<file path="src/rtl/irq_vec_pkg.sv">
package irq_vec_pkg;
  typedef enum logic [1:0] {
    OP_ENABLE   = 2'd0,
    OP_PEND_SET = 2'd1,
    OP_PEND_CLR = 2'd2,
    OP_PRIO     = 2'd3
  } reg_op_e;
endpackage

</file>
<file path="src/rtl/irq_chan_bank.sv">
module irq_chan_bank
  import irq_vec_pkg::*;
#(
  parameter int N_IRQ  = 43,
  parameter int IDX_W  = 6,
  parameter int PRIO_W = 4
) (
  input  logic                         clk,
  input  logic                         rst_n,
  input  logic [N_IRQ-1:0]             irq_i,
  input  logic                         reg_we,
  input  logic [1:0]                   reg_op,
  input  logic [IDX_W-1:0]             reg_ch,
  input  logic [PRIO_W-1:0]            reg_wdata,
  input  logic                         take_i,
  input  logic [IDX_W-1:0]             take_idx_i,
  input  logic                         drop_i,
  input  logic [IDX_W-1:0]             drop_idx_i,
  output logic [N_IRQ-1:0]             en_o,
  output logic [N_IRQ-1:0]             pend_o,
  output logic [N_IRQ-1:0]             act_o,
  output logic [N_IRQ-1:0][PRIO_W-1:0] prio_o
);

  for (genvar g = 0; g < N_IRQ; g++) begin : g_ch
    logic line_q;
    logic hit;
    logic rise;
    logic set_p;
    logic clr_p;
    logic mine_take;
    logic mine_drop;

    assign hit       = reg_we && (reg_ch == IDX_W'(g));
    assign rise      = irq_i[g] && !line_q;
    assign set_p     = rise || (hit && reg_op == OP_PEND_SET);
    assign mine_take = take_i && (take_idx_i == IDX_W'(g));
    assign mine_drop = drop_i && (drop_idx_i == IDX_W'(g));
    assign clr_p     = mine_take || (hit && reg_op == OP_PEND_CLR);

    always_ff @(posedge clk) begin
      if (!rst_n) begin
        line_q    <= 1'b0;
        en_o[g]   <= 1'b0;
        pend_o[g] <= 1'b0;
        act_o[g]  <= 1'b0;
        prio_o[g] <= '0;
      end else begin
        line_q <= irq_i[g];
        if (hit && reg_op == OP_ENABLE) en_o[g] <= reg_wdata[0];
        if (hit && reg_op == OP_PRIO) prio_o[g] <= reg_wdata;
        // a new request outranks any clear in the same cycle
        if (set_p) pend_o[g] <= 1'b1;
        else if (clr_p) pend_o[g] <= 1'b0;
        // a re-entry of the channel being left keeps it active
        if (mine_take) act_o[g] <= 1'b1;
        else if (mine_drop) act_o[g] <= 1'b0;
      end
    end
  end

endmodule

</file>
<file path="src/rtl/irq_pick.sv">
module irq_pick #(
  parameter int N_IRQ  = 43,
  parameter int IDX_W  = 6,
  parameter int PRIO_W = 4
) (
  input  logic [N_IRQ-1:0]             elig_i,
  input  logic [N_IRQ-1:0][PRIO_W-1:0] prio_i,
  output logic                         found_o,
  output logic [IDX_W-1:0]             idx_o,
  output logic [PRIO_W-1:0]            prio_o
);

  // scan upward; strict compare keeps the lowest index on a tie
  always_comb begin
    found_o = 1'b0;
    idx_o   = '0;
    prio_o  = '1;
    for (int i = 0; i < N_IRQ; i++) begin
      if (elig_i[i] && (!found_o || prio_i[i] < prio_o)) begin
        found_o = 1'b1;
        idx_o   = IDX_W'(i);
        prio_o  = prio_i[i];
      end
    end
  end

endmodule

</file>
<file path="src/rtl/irq_nest_stack.sv">
module irq_nest_stack #(
  parameter int DEPTH  = 16,
  parameter int IDX_W  = 6,
  parameter int PRIO_W = 4
) (
  input  logic                                clk,
  input  logic                                rst_n,
  input  logic                                push_i,
  input  logic [IDX_W-1:0]                    push_idx_i,
  input  logic [PRIO_W-1:0]                   push_prio_i,
  input  logic                                pop_i,
  output logic [PRIO_W:0]                     level_o,
  output logic [IDX_W-1:0]                    top_idx_o,
  output logic                                busy_o,
  output logic [$clog2(DEPTH+1)-1:0]          depth_o
);

  localparam int SP_W  = $clog2(DEPTH + 1);
  localparam int PTR_W = (DEPTH > 1) ? $clog2(DEPTH) : 1;

  logic [PRIO_W-1:0] prio_mem [DEPTH];
  logic [IDX_W-1:0]  idx_mem  [DEPTH];
  logic [SP_W-1:0]   sp;
  logic [SP_W-1:0]   base;
  logic [PTR_W-1:0]  top_ptr;
  logic [PTR_W-1:0]  wr_ptr;
  logic              pop_ok;
  logic              push_ok;

  assign busy_o  = (sp != '0);
  assign pop_ok  = pop_i && busy_o;
  assign base    = sp - SP_W'(pop_ok);
  assign push_ok = push_i && (base < SP_W'(DEPTH));
  assign top_ptr = PTR_W'(sp - SP_W'(1));
  assign wr_ptr  = PTR_W'(base);
  assign depth_o = sp;

  always_ff @(posedge clk) begin
    if (!rst_n) sp <= '0;
    else        sp <= base + SP_W'(push_ok);
  end

  always_ff @(posedge clk) begin
    if (push_ok) begin
      prio_mem[wr_ptr] <= push_prio_i;
      idx_mem[wr_ptr]  <= push_idx_i;
    end
  end

  assign level_o   = busy_o ? {1'b0, prio_mem[top_ptr]} : {1'b1, {PRIO_W{1'b0}}};
  assign top_idx_o = busy_o ? idx_mem[top_ptr] : '0;

endmodule

</file>
<file path="src/rtl/irq_vec_ctrl.sv">
module irq_vec_ctrl #(
  parameter int N_IRQ  = 43,
  parameter int PRIO_W = 4
) (
  input  logic                        clk,
  input  logic                        rst_n,
  input  logic [N_IRQ-1:0]            irq_i,
  input  logic                        reg_we,
  input  logic [1:0]                  reg_op,
  input  logic [$clog2(N_IRQ)-1:0]    reg_ch,
  input  logic [PRIO_W-1:0]           reg_wdata,
  output logic [PRIO_W+2:0]           reg_rdata,
  output logic                        entry_req,
  output logic [$clog2(N_IRQ)-1:0]    entry_vec,
  input  logic                        entry_ack,
  input  logic                        exit_i
);

  localparam int IDX_W = $clog2(N_IRQ);
  localparam int DEPTH = 1 << PRIO_W;
  localparam int SP_W  = $clog2(DEPTH + 1);

  logic [N_IRQ-1:0]             ch_en;
  logic [N_IRQ-1:0]             ch_pend;
  logic [N_IRQ-1:0]             ch_act;
  logic [N_IRQ-1:0][PRIO_W-1:0] ch_prio;
  logic                         cand_found;
  logic [IDX_W-1:0]             cand_idx;
  logic [PRIO_W-1:0]            cand_prio;
  logic [PRIO_W:0]              cur_level;
  logic [IDX_W-1:0]             top_idx;
  logic                         nest_busy;
  logic [SP_W-1:0]              nest_depth;
  logic                         take;
  logic                         drop;

  irq_chan_bank #(.N_IRQ(N_IRQ), .IDX_W(IDX_W), .PRIO_W(PRIO_W)) u_bank (
    .clk        (clk),
    .rst_n      (rst_n),
    .irq_i      (irq_i),
    .reg_we     (reg_we),
    .reg_op     (reg_op),
    .reg_ch     (reg_ch),
    .reg_wdata  (reg_wdata),
    .take_i     (take),
    .take_idx_i (cand_idx),
    .drop_i     (drop),
    .drop_idx_i (top_idx),
    .en_o       (ch_en),
    .pend_o     (ch_pend),
    .act_o      (ch_act),
    .prio_o     (ch_prio)
  );

  irq_pick #(.N_IRQ(N_IRQ), .IDX_W(IDX_W), .PRIO_W(PRIO_W)) u_pick (
    .elig_i  (ch_en & ch_pend),
    .prio_i  (ch_prio),
    .found_o (cand_found),
    .idx_o   (cand_idx),
    .prio_o  (cand_prio)
  );

  irq_nest_stack #(.DEPTH(DEPTH), .IDX_W(IDX_W), .PRIO_W(PRIO_W)) u_nest (
    .clk         (clk),
    .rst_n       (rst_n),
    .push_i      (take),
    .push_idx_i  (cand_idx),
    .push_prio_i (cand_prio),
    .pop_i       (exit_i),
    .level_o     (cur_level),
    .top_idx_o   (top_idx),
    .busy_o      (nest_busy),
    .depth_o     (nest_depth)
  );

  // offer follows the live winner until the core takes it
  assign entry_req = cand_found && ({1'b0, cand_prio} < cur_level);
  assign entry_vec = cand_idx;
  assign take      = entry_req && entry_ack;
  assign drop      = exit_i && nest_busy;

  always_comb begin
    reg_rdata = '0;
    if (reg_ch < IDX_W'(N_IRQ)) begin
      reg_rdata = {ch_act[reg_ch], ch_pend[reg_ch], ch_en[reg_ch], ch_prio[reg_ch]};
    end
  end

endmodule

</file>
<file path="config.mk">
export PLATFORM = sky130hd
export DESIGN_NAME = irq_vec_ctrl
export DESIGN_NICKNAME = d
export VERILOG_FILES = /design/src/rtl/irq_vec_pkg.sv /design/src/rtl/irq_chan_bank.sv /design/src/rtl/irq_pick.sv /design/src/rtl/irq_nest_stack.sv /design/src/rtl/irq_vec_ctrl.sv
export SDC_FILE = /design/constraint.sdc
export NUM_CORES = 1
export LEC_CHECK = 0
export BUFFER_PORTS_ARGS = -buffer_cell sky130_fd_sc_hd__buf_2
export CORE_MARGIN = 2
export CORE_UTILIZATION = 65
export CTS_CLUSTER_DIAMETER = 80
export CTS_CLUSTER_SIZE = 30
export DETAILED_ROUTE_END_ITERATION = 10
export PLACE_DENSITY = 0.82
export SYNTH_ARGS = -nofsm -noshare
export SYNTH_HDL_FRONTEND = slang
export SYNTH_SLANG_ARGS = --single-unit
</file>
<file path="constraint.sdc">
create_clock -name clk -period 184.6 [get_ports clk]
set_input_delay 9.23 -clock clk [delete_from_list [all_inputs] [get_ports clk]]
set_output_delay 9.23 -clock clk [all_outputs]
set_load 0.02 [all_outputs]
</file>
==> results of run 1 <==
-- final timing paths --
check	slack, ns	start	to	cells past startpoint
setup / recovery	106.86	u_bank.pend_o[0]$_SDFFE_PN0P_	entry_req	322
hold / removal	0.48	u_bank.en_o[40]$_SDFFE_PN0P_	u_bank.en_o[40]$_SDFFE_PN0P_	2
setup reg to reg	113.99	u_bank.pend_o[0]$_SDFFE_PN0P_	u_nest.idx_mem[14][1]$_DFFE_PP_	329
hold reg to reg	0.48	u_bank.en_o[40]$_SDFFE_PN0P_	u_bank.en_o[40]$_SDFFE_PN0P_	2
-- sequential cells by signal, indices dropped and copies added, names as in the netlist --
name and flops:
u_bank.prio_o 172, u_nest.idx_mem 96, u_nest.prio_mem 64, u_bank.act_o 43, u_bank.en_o 43, u_bank.g_ch.line_q 43
u_bank.pend_o 43, u_nest.depth_o 5
-- power breakdown --
| part | total (mW) | internal [mW] | switching (mW) |
|---|---|---|---|
| Sequential | 0.119 | 0.117 | 0.00198 |
| Clock | 0.0700 | 0.0289 | 0.0411 |
| Combinational | 0.0732 | 0.0261 | 0.0471 |
-- placed cells by master (no fill, tap or decap), types with 25 or more instances in the layout --
cell type	instances
sky130_fd_sc_hd__a211oi_1	47
sky130_fd_sc_hd__a21o_1	35
sky130_fd_sc_hd__a21oi_1	318
sky130_fd_sc_hd__a31oi_1	38
sky130_fd_sc_hd__and2_1	45
sky130_fd_sc_hd__buf_2	70
sky130_fd_sc_hd__buf_4	61
sky130_fd_sc_hd__clkbuf_16	25
sky130_fd_sc_hd__dfxtp_1	348
sky130_fd_sc_hd__edfxtp_1	160
sky130_fd_sc_hd__ha_1	52
sky130_fd_sc_hd__inv_1	185
sky130_fd_sc_hd__maj3_1	39
sky130_fd_sc_hd__mux2_2	26
sky130_fd_sc_hd__mux2i_1	140
sky130_fd_sc_hd__mux4_2	124
sky130_fd_sc_hd__nand2_1	426
sky130_fd_sc_hd__nand2b_1	33
sky130_fd_sc_hd__nand3_1	168
sky130_fd_sc_hd__nand4_1	53
sky130_fd_sc_hd__nor2_1	314
sky130_fd_sc_hd__nor2b_1	36
sky130_fd_sc_hd__nor3_1	58
sky130_fd_sc_hd__o211ai_1	51
sky130_fd_sc_hd__o21a_1	53
sky130_fd_sc_hd__o21ai_0	273
sky130_fd_sc_hd__o21ai_1	40
sky130_fd_sc_hd__o22ai_1	86
-- metrics by stage --
stage | util, % | setup slack [ns]
floorplan | - | 116.48
global placement | 67.06 | 110.62
detailed placement | 67.06 | 108.89
CTS | 68.78 | 107.93
global route | 68.78 | 100.93
finish | 68.79 | 106.86
-- layer usage --
metal	track usage, %	wire (microns)	part of all wire (%)	vias to the layer above
li1	-	-	-	14290
met1	54.18	41950	39	15260
met2	61.27	48040	45	2091
met3	6.976	12710	12	336
met4	16.33	4949	4.6	2
met5	0	18	0.017	-
-- worst reg2reg max path, delay by kind of cell, from the launching register on --
kind                     cells  cell delay, ns
adder cells (fa/ha/maj)     43           11.50
buffers and inverters       38            3.94
AO/OA/AOI/OAI              120           26.79
multiplexers                17            5.43
flip-flops                   1            0.44
AND/OR/NAND/NOR            111           22.26
-- cell type report --
type	instances	area [sq um]	area share, %
clock buffers	31	648.1	1.837
well taps	680	850.8	2.411
multi-input cells	2932	20240	57.35
diodes	2	5.005	0.01418
inverters	188	713.2	2.021
clock inverters	13	234.0	0.6630
repair buffers	131	808.3	2.290
flip-flops and latches	509	11790	33.42
-- cell usage after synthesis, drive strengths merged (9+ instances only) --
library cell  count
a22oi            14
o31ai            24
and2             46
buf              74
o21ai           317
edfxtp          160
nor2b            36
nand2           432
a211oi           56
a2111oi          10
nand3b           13
o22ai            86
a22o             17
and3             23
o221ai            9
o211ai           54
ha               52
dfxtp           349
nand4            53
clkbuf          149
xnor2            19
a31o             15
or2              22
a211o            20
nand3           169
nor4             22
nor3             65
a21boi           17
o21a             55
nand2b           34
inv             188
maj3             41
mux4            124
o31a             12
o21bai           11
a221oi           14
or3              24
mux2i           141
mux2             30
nor2            317
a31oi            41
a21o             39
a41oi            24
a21oi           324
-- cells by family (layout without fill, tap and decap cells) --
kind of cell | count (synthesis) | in the layout
AO/OA/AOI/OAI | 1229 | 1229
XOR/XNOR | 24 | 24
adder cells (fa/ha/maj) | 93 | 93
buffers and inverters | 415 | 363
flip-flops | 509 | 509
multiplexers | 295 | 295
other | 0 | 2
AND/OR/NAND/NOR | 1291 | 1291
==> impl_metrics.json, run 1 <==
{
  "grt_overflow": 0,
  "synth_simple_gate_area_share_pct": 18.25,
  "netlist_instances": 3856,
  "routed_wire_length_per_instance_microns": 24.00,
  "avgSynthCellArea_sq_um": 8.729,
  "synth_seq_area_share_pct": 35.03,
  "worst_path_largest_cell_delay_ns": 0.64,
  "asr_flop_ratio_synth_pct": 0,
  "post_detailed_placement_half_perimeter_wirelength_microns": 76950,
  "fmaxAchievable_mhz": 12.86,
  "detailedRoute.firstIterationViolations": 4063,
  "die-area_sq_um": 53620,
  "cts_root_buf": "sky130_fd_sc_hd__clkbuf_16",
  "timing.hold.worst.class": "reg -> reg",
  "worst-path-buf-inv": 37,
  "grt_start_max_net_pins": 149,
  "max-cap-violations": 0,
  "slew_hr_pct": 17.49,
  "yosys.area.top_type": "sky130_fd_sc_hd__dfxtp_1",
  "leading_post_synthesis_cells_by_cell_area": "sky130_fd_sc_hd__dfxtp_1 21%, sky130_fd_sc_hd__edfxtp_1 14%, sky130_fd_sc_hd__mux4_2 8.3%, sky130_fd_sc_hd__nand2_1 4.8%, sky130_fd_sc_hd__a21oi_1 4.7%",
  "detail_route.vias_per_cell": 7.128,
  "cts_buf_count": 25,
  "drive_gt1_share_pct": 11.96,
  "clock_latency_ns": 0.62,
  "power_leakage_nw": 12.79,
  "layout.filler_cells": 4130,
  "chipHeight_microns": 231.6,
  "period_share_pct": 42.11,
  "synth-seq-cells": 509,
  "area_growth_syn_to_layout_pct": 4.847,
  "power_density_nw_per_um2": 7.420,
  "clock_sink_count": 509,
  "grt_antenna_before_repair": 1,
  "report.final.hold_viol_count": 0,
  "timing.critical_path.to_type": "output port",
  "drt_drc_violations_left": 0,
  "clock_tree_from_tritoncts": "built",
  "post-layout-total-power_mw": 0.2618,
  "port_bufs": 73,
  "critPathLaunchType": "flop",
  "path_clk_slew_ns": 0.12,
  "dr.pass1.iters": 7,
  "cp.required_ns": 175.37,
  "critical_path.max_fanout": 17,
  "worst_hold_slack_ns": 0.4790,
  "htreeDepth": 1,
  "critPathTopFamily": "compound AO/OA/AOI/OAI gates",
  "finClkSkew_ns": 0.03572,
  "critPathSlowestCell": "sky130_fd_sc_hd__a31oi_1",
  "final_max_slew_viol_count": 0,
  "postCtsSetupRepairBufs": 0,
  "placed_cells": 4440,
  "post-synth-top-area-fraction_pct": 20.76,
  "core_region_area_sq_um": 51300,
  "worstSetupPathType": "reg -> out",
  "grt_pass1_vias": 29380,
  "finish.cell_count_without_fillers": 4486,
  "cts_hold_buffers": 0,
  "synth-compound-area-share_pct": 24.29,
  "actual_slew_at_the_worst_max_slew_pin_ns": 1.221,
  "initial_utilization_pct": 65.61,
  "globalplace.congestion": 0.9740,
  "design.final.nets": 3899,
  "vdd.ir_drop.worst_mv": 0.009745,
  "finalSetupViolations": 0,
  "run_status": "finished, final reports clean",
  "setup_total_neg_slack_ns": 0,
  "rsz0062_at_grt": "false",
  "design_area_sq_um": 35290,
  "synth_enable_flop_cells": 160,
  "placement_rows": 83,
  "final_ant_viol_nets": 0,
  "pin_count": 74,
  "die_x_microns": 231.6,
  "routed_wl_microns": 107700,
  "min_period_ns": 77.74,
  "cts_resized": 0,
  "post_synth_fa_ha_maj_area_fraction_pct": 3.160,
  "yosys_most_used_dff": "sky130_fd_sc_hd__dfxtp_1",
  "combinational_family_with_the_most_area_after_synthesis": "compound AO/OA/AOI/OAI gates",
  "crit_arrival_ns": 68.51,
  "cts_max_path_buffers": 3,
  "groute.usage.overall_pct": 39.31,
  "global_route_wire_length_before_repair_microns": 167400,
  "crit_path_frequent_cell": "sky130_fd_sc_hd__ha_1",
  "syn_nets": 3968,
  "yosys-mux-area-fraction_pct": 13.53,
  "ys.warnings.count": 0,
  "yosys.area_share.xor_xnor_pct": 0.6245,
  "detailed_place.area_sq_um": 34400,
  "ys_types": 130,
  "post_synth_instance_area_sq_um": 33660,
  "vias": 31980
}
Power figures use the tool's default switching activity.
==> run 2: changes to the inputs <==
--- a/config.mk
+++ b/config.mk
@@ -7,11 +7,11 @@
 export LEC_CHECK = 0
 export BUFFER_PORTS_ARGS = -buffer_cell sky130_fd_sc_hd__buf_2
 export CORE_MARGIN = 2
-export CORE_UTILIZATION = 65
+export CORE_UTILIZATION = 64
 export CTS_CLUSTER_DIAMETER = 80
 export CTS_CLUSTER_SIZE = 30
 export DETAILED_ROUTE_END_ITERATION = 10
-export PLACE_DENSITY = 0.82
+export PLACE_DENSITY = 0.81
 export SYNTH_ARGS = -nofsm -noshare
 export SYNTH_HDL_FRONTEND = slang
 export SYNTH_SLANG_ARGS = --single-unit
==> constraint.sdc (replaced) <==
create_clock -name clk -period 78.2 [get_ports clk]
set_input_delay 3.91 -clock clk [delete_from_list [all_inputs] [get_ports clk]]
set_output_delay 3.91 -clock clk [all_outputs]
set_load 0.02 [all_outputs]
==> run 2 against run 1 <==
Net effect:
- the run now ends with capacitance limit left
- setup slack lost 100 ns
- first-iteration DRC count rose by 5.5%
- non-clock buffer count fell by 3
- largest cell class unchanged
==> impl_metrics.json, run 2 (same netlist as run 1, synthesis figures left out) <==
{
  "run_status": "finished, violations left",
  "failed_checks": "capacitance limit",
  "p_int_mw": 0.4133,
  "clock_tree_from_tritoncts": "built",
  "cts_hold_buffers": 0,
  "largestRegisters": "u_bank.prio_o x172, u_nest.idx_mem x96, u_nest.prio_mem x64",
  "vias": 31870,
  "initial_utilization_pct": 64.44,
  "timing.hold.worst.class": "reg -> reg",
  "htreeDepth": 1,
  "registers.top_by_ff_count": "u_bank.prio_o",
  "power_switching_mw": 0.2163,
  "crit_path_frequent_cell": "sky130_fd_sc_hd__ha_1",
  "period_share_pct": 92.42,
  "rsz0062_at_grt": "false",
  "cts_resized": 0,
  "routed_wl_microns": 106900,
  "cts_buf_count": 27,
  "worst_hold_slack_ns": 0.4772,
  "finClkSkew_ns": 0.04081,
  "global_route_wire_length_before_repair_microns": 165900,
  "die-area_sq_um": 54440,
  "worstSetupPathType": "reg -> out",
  "finalSetupViolations": 0,
  "mostFrequentLayoutCell": "sky130_fd_sc_hd__nand2_1",
  "number_of_flip_flops_in_the_largest_register": 172,
  "grt_pass1_vias": 29090,
  "cp.required_ns": 74.29,
  "power_leakage_nw": 12.84,
  "area_growth_syn_to_layout_pct": 5.253,
  "clock_sink_count": 509,
  "groute.usage.overall_pct": 38.64,
  "timing.critical_path.to_type": "output port",
  "die_x_microns": 233.3,
  "drive_gt1_share_pct": 12.06,
  "actual_slew_at_the_worst_max_slew_pin_ns": 1.475,
  "sequential_cell_fraction_of_total_power_pct": 44.5,
  "cts_root_buf": "sky130_fd_sc_hd__clkbuf_16",
  "power_switching_share_pct": 34.35,
  "max-cap-violations": 1,
  "clock_latency_ns": 0.63,
  "path_clk_slew_ns": 0.11,
  "vdd.ir_drop.worst_mv": 0.02296,
  "fmaxAchievable_mhz": 13.84,
  "grt_overflow": 0,
  "globalplace.congestion": 1.005,
  "cts_max_path_buffers": 3,
  "power_density_nw_per_um2": 17.77,
  "port_bufs": 73,
  "chipHeight_microns": 233.3,
  "report.final.hold_viol_count": 0,
  "dr.pass1.iters": 8,
  "pin_count": 74,
  "routed_wire_length_per_instance_microns": 23.78,
  "core_region_area_sq_um": 52240,
  "detailedRoute.firstIterationViolations": 4285,
  "drt_drc_violations_left": 0,
  "power.share.combinational_pct": 27.2,
  "critical_path.max_fanout": 17,
  "min_period_ns": 72.27,
  "final_ant_viol_nets": 0,
  "slew_hr_pct": 0.9357,
  "postCtsSetupRepairBufs": 0,
  "placement_rows": 84,
  "crit_arrival_ns": 68.36,
  "grt_antenna_before_repair": 2,
  "layout.cells.most_common_list": "426 x sky130_fd_sc_hd__nand2_1, 348 x sky130_fd_sc_hd__dfxtp_1, 318 x sky130_fd_sc_hd__a21oi_1",
  "layout.filler_cells": 4223,
  "grt_start_max_net_pins": 143,
  "final_max_slew_viol_count": 0,
  "critPathLaunchType": "flop",
  "critPathSlowestCell": "sky130_fd_sc_hd__a31oi_1",
  "detail_route.vias_per_cell": 7.087,
  "post_detailed_placement_half_perimeter_wirelength_microns": 76220,
  "design.final.nets": 3898,
  "setup_total_neg_slack_ns": 0,
  "worst_path_largest_cell_delay_ns": 0.66,
  "power.share.clock_pct": 28.3
}
-- run 2: cell types whose count changed in the layout (fill, tap and decap cells not counted), moves of 2 or more --
cell / before / now
sky130_fd_sc_hd__buf_4: 61 / 58
sky130_fd_sc_hd__clkbuf_1: 6 / 4
sky130_fd_sc_hd__clkbuf_16: 25 / 28
sky130_fd_sc_hd__clkbuf_8: 0 / 3
sky130_fd_sc_hd__clkinv_16: 2 / 4
sky130_fd_sc_hd__nor4_2: 10 / 8
sky130_fd_sc_hd__nor4_4: 3 / 5
-- run 2: worst paths after layout --
path	from	to	slack [ns]	depth (start not counted)
min reg2reg	u_bank.en_o[16]$_SDFFE_PN0P_	u_bank.en_o[16]$_SDFFE_PN0P_	0.48	2
min	u_bank.en_o[16]$_SDFFE_PN0P_	u_bank.en_o[16]$_SDFFE_PN0P_	0.48	2
max reg2reg	u_bank.pend_o[0]$_SDFFE_PN0P_	u_nest.idx_mem[0][3]$_DFFE_PP_	7.24	329
max	u_bank.pend_o[0]$_SDFFE_PN0P_	entry_req	5.93	322
-- run 2: per-stage QoR --
| stage | instance area (sq um) | power (mW) | cells | util (%) | setup WS, ns |
|---|---|---|---|---|---|
| 2_1_floorplan | 33660 | 0.4044 | 3856 | - | 15.40 |
| 3_3_place_gp | 34410 | 0.4490 | 4445 | 65.87 | 10.11 |
| 3_5_place_dp | 34410 | 0.4535 | 4445 | 65.87 | 8.014 |
| 4_1_cts | 35420 | 0.6258 | 4495 | 67.82 | 7.125 |
| 5_1_grt | 35420 | 0.6506 | 4495 | 67.82 | 0.3759 |
| 6_report | 35430 | 0.6296 | 4496 | 67.82 | 5.926 |
-- run 2: critical path, delay by kind of cell (launching register included) --
| kind | cells | cell delay (ns) |
|---|---|---|
| mux | 17 | 5.43 |
| buf+inv | 37 | 3.24 |
| fa+ha+maj | 43 | 11.52 |
| simple gates | 109 | 21.25 |
| compound gates | 116 | 25.71 |
| flops | 1 | 0.43 |
-- run 2: power groups by stage --
stage	logic [mW]	clock network (mW)	registers (mW)
after floorplan	0.121	0	0.283
after global routing	0.184	0.186	0.280
after CTS	0.169	0.177	0.280
after detailed placement	0.168	0	0.286
final	0.172	0.178	0.280
after global placement	0.163	0	0.286
-- run 2: final cells by class --
type	count	area (sq um)	area share [%]
well taps	688	860.8	2.430
flip-flops and latches	509	11790	33.29
inverters	188	713.2	2.013
multi-input cells	2932	20250	57.17
clock buffers	35	757.0	2.137
repair buffers	128	785.8	2.218
clock inverters	15	261.5	0.7382
diodes	1	2.502	0.007064
-- run 2: metal layers --
metal,routed length (microns),GRT usage [%]
met2,47020,59.66
met3,13480,7.263
met1,41680,53.90
met5,26,0
met4,4701,14.87
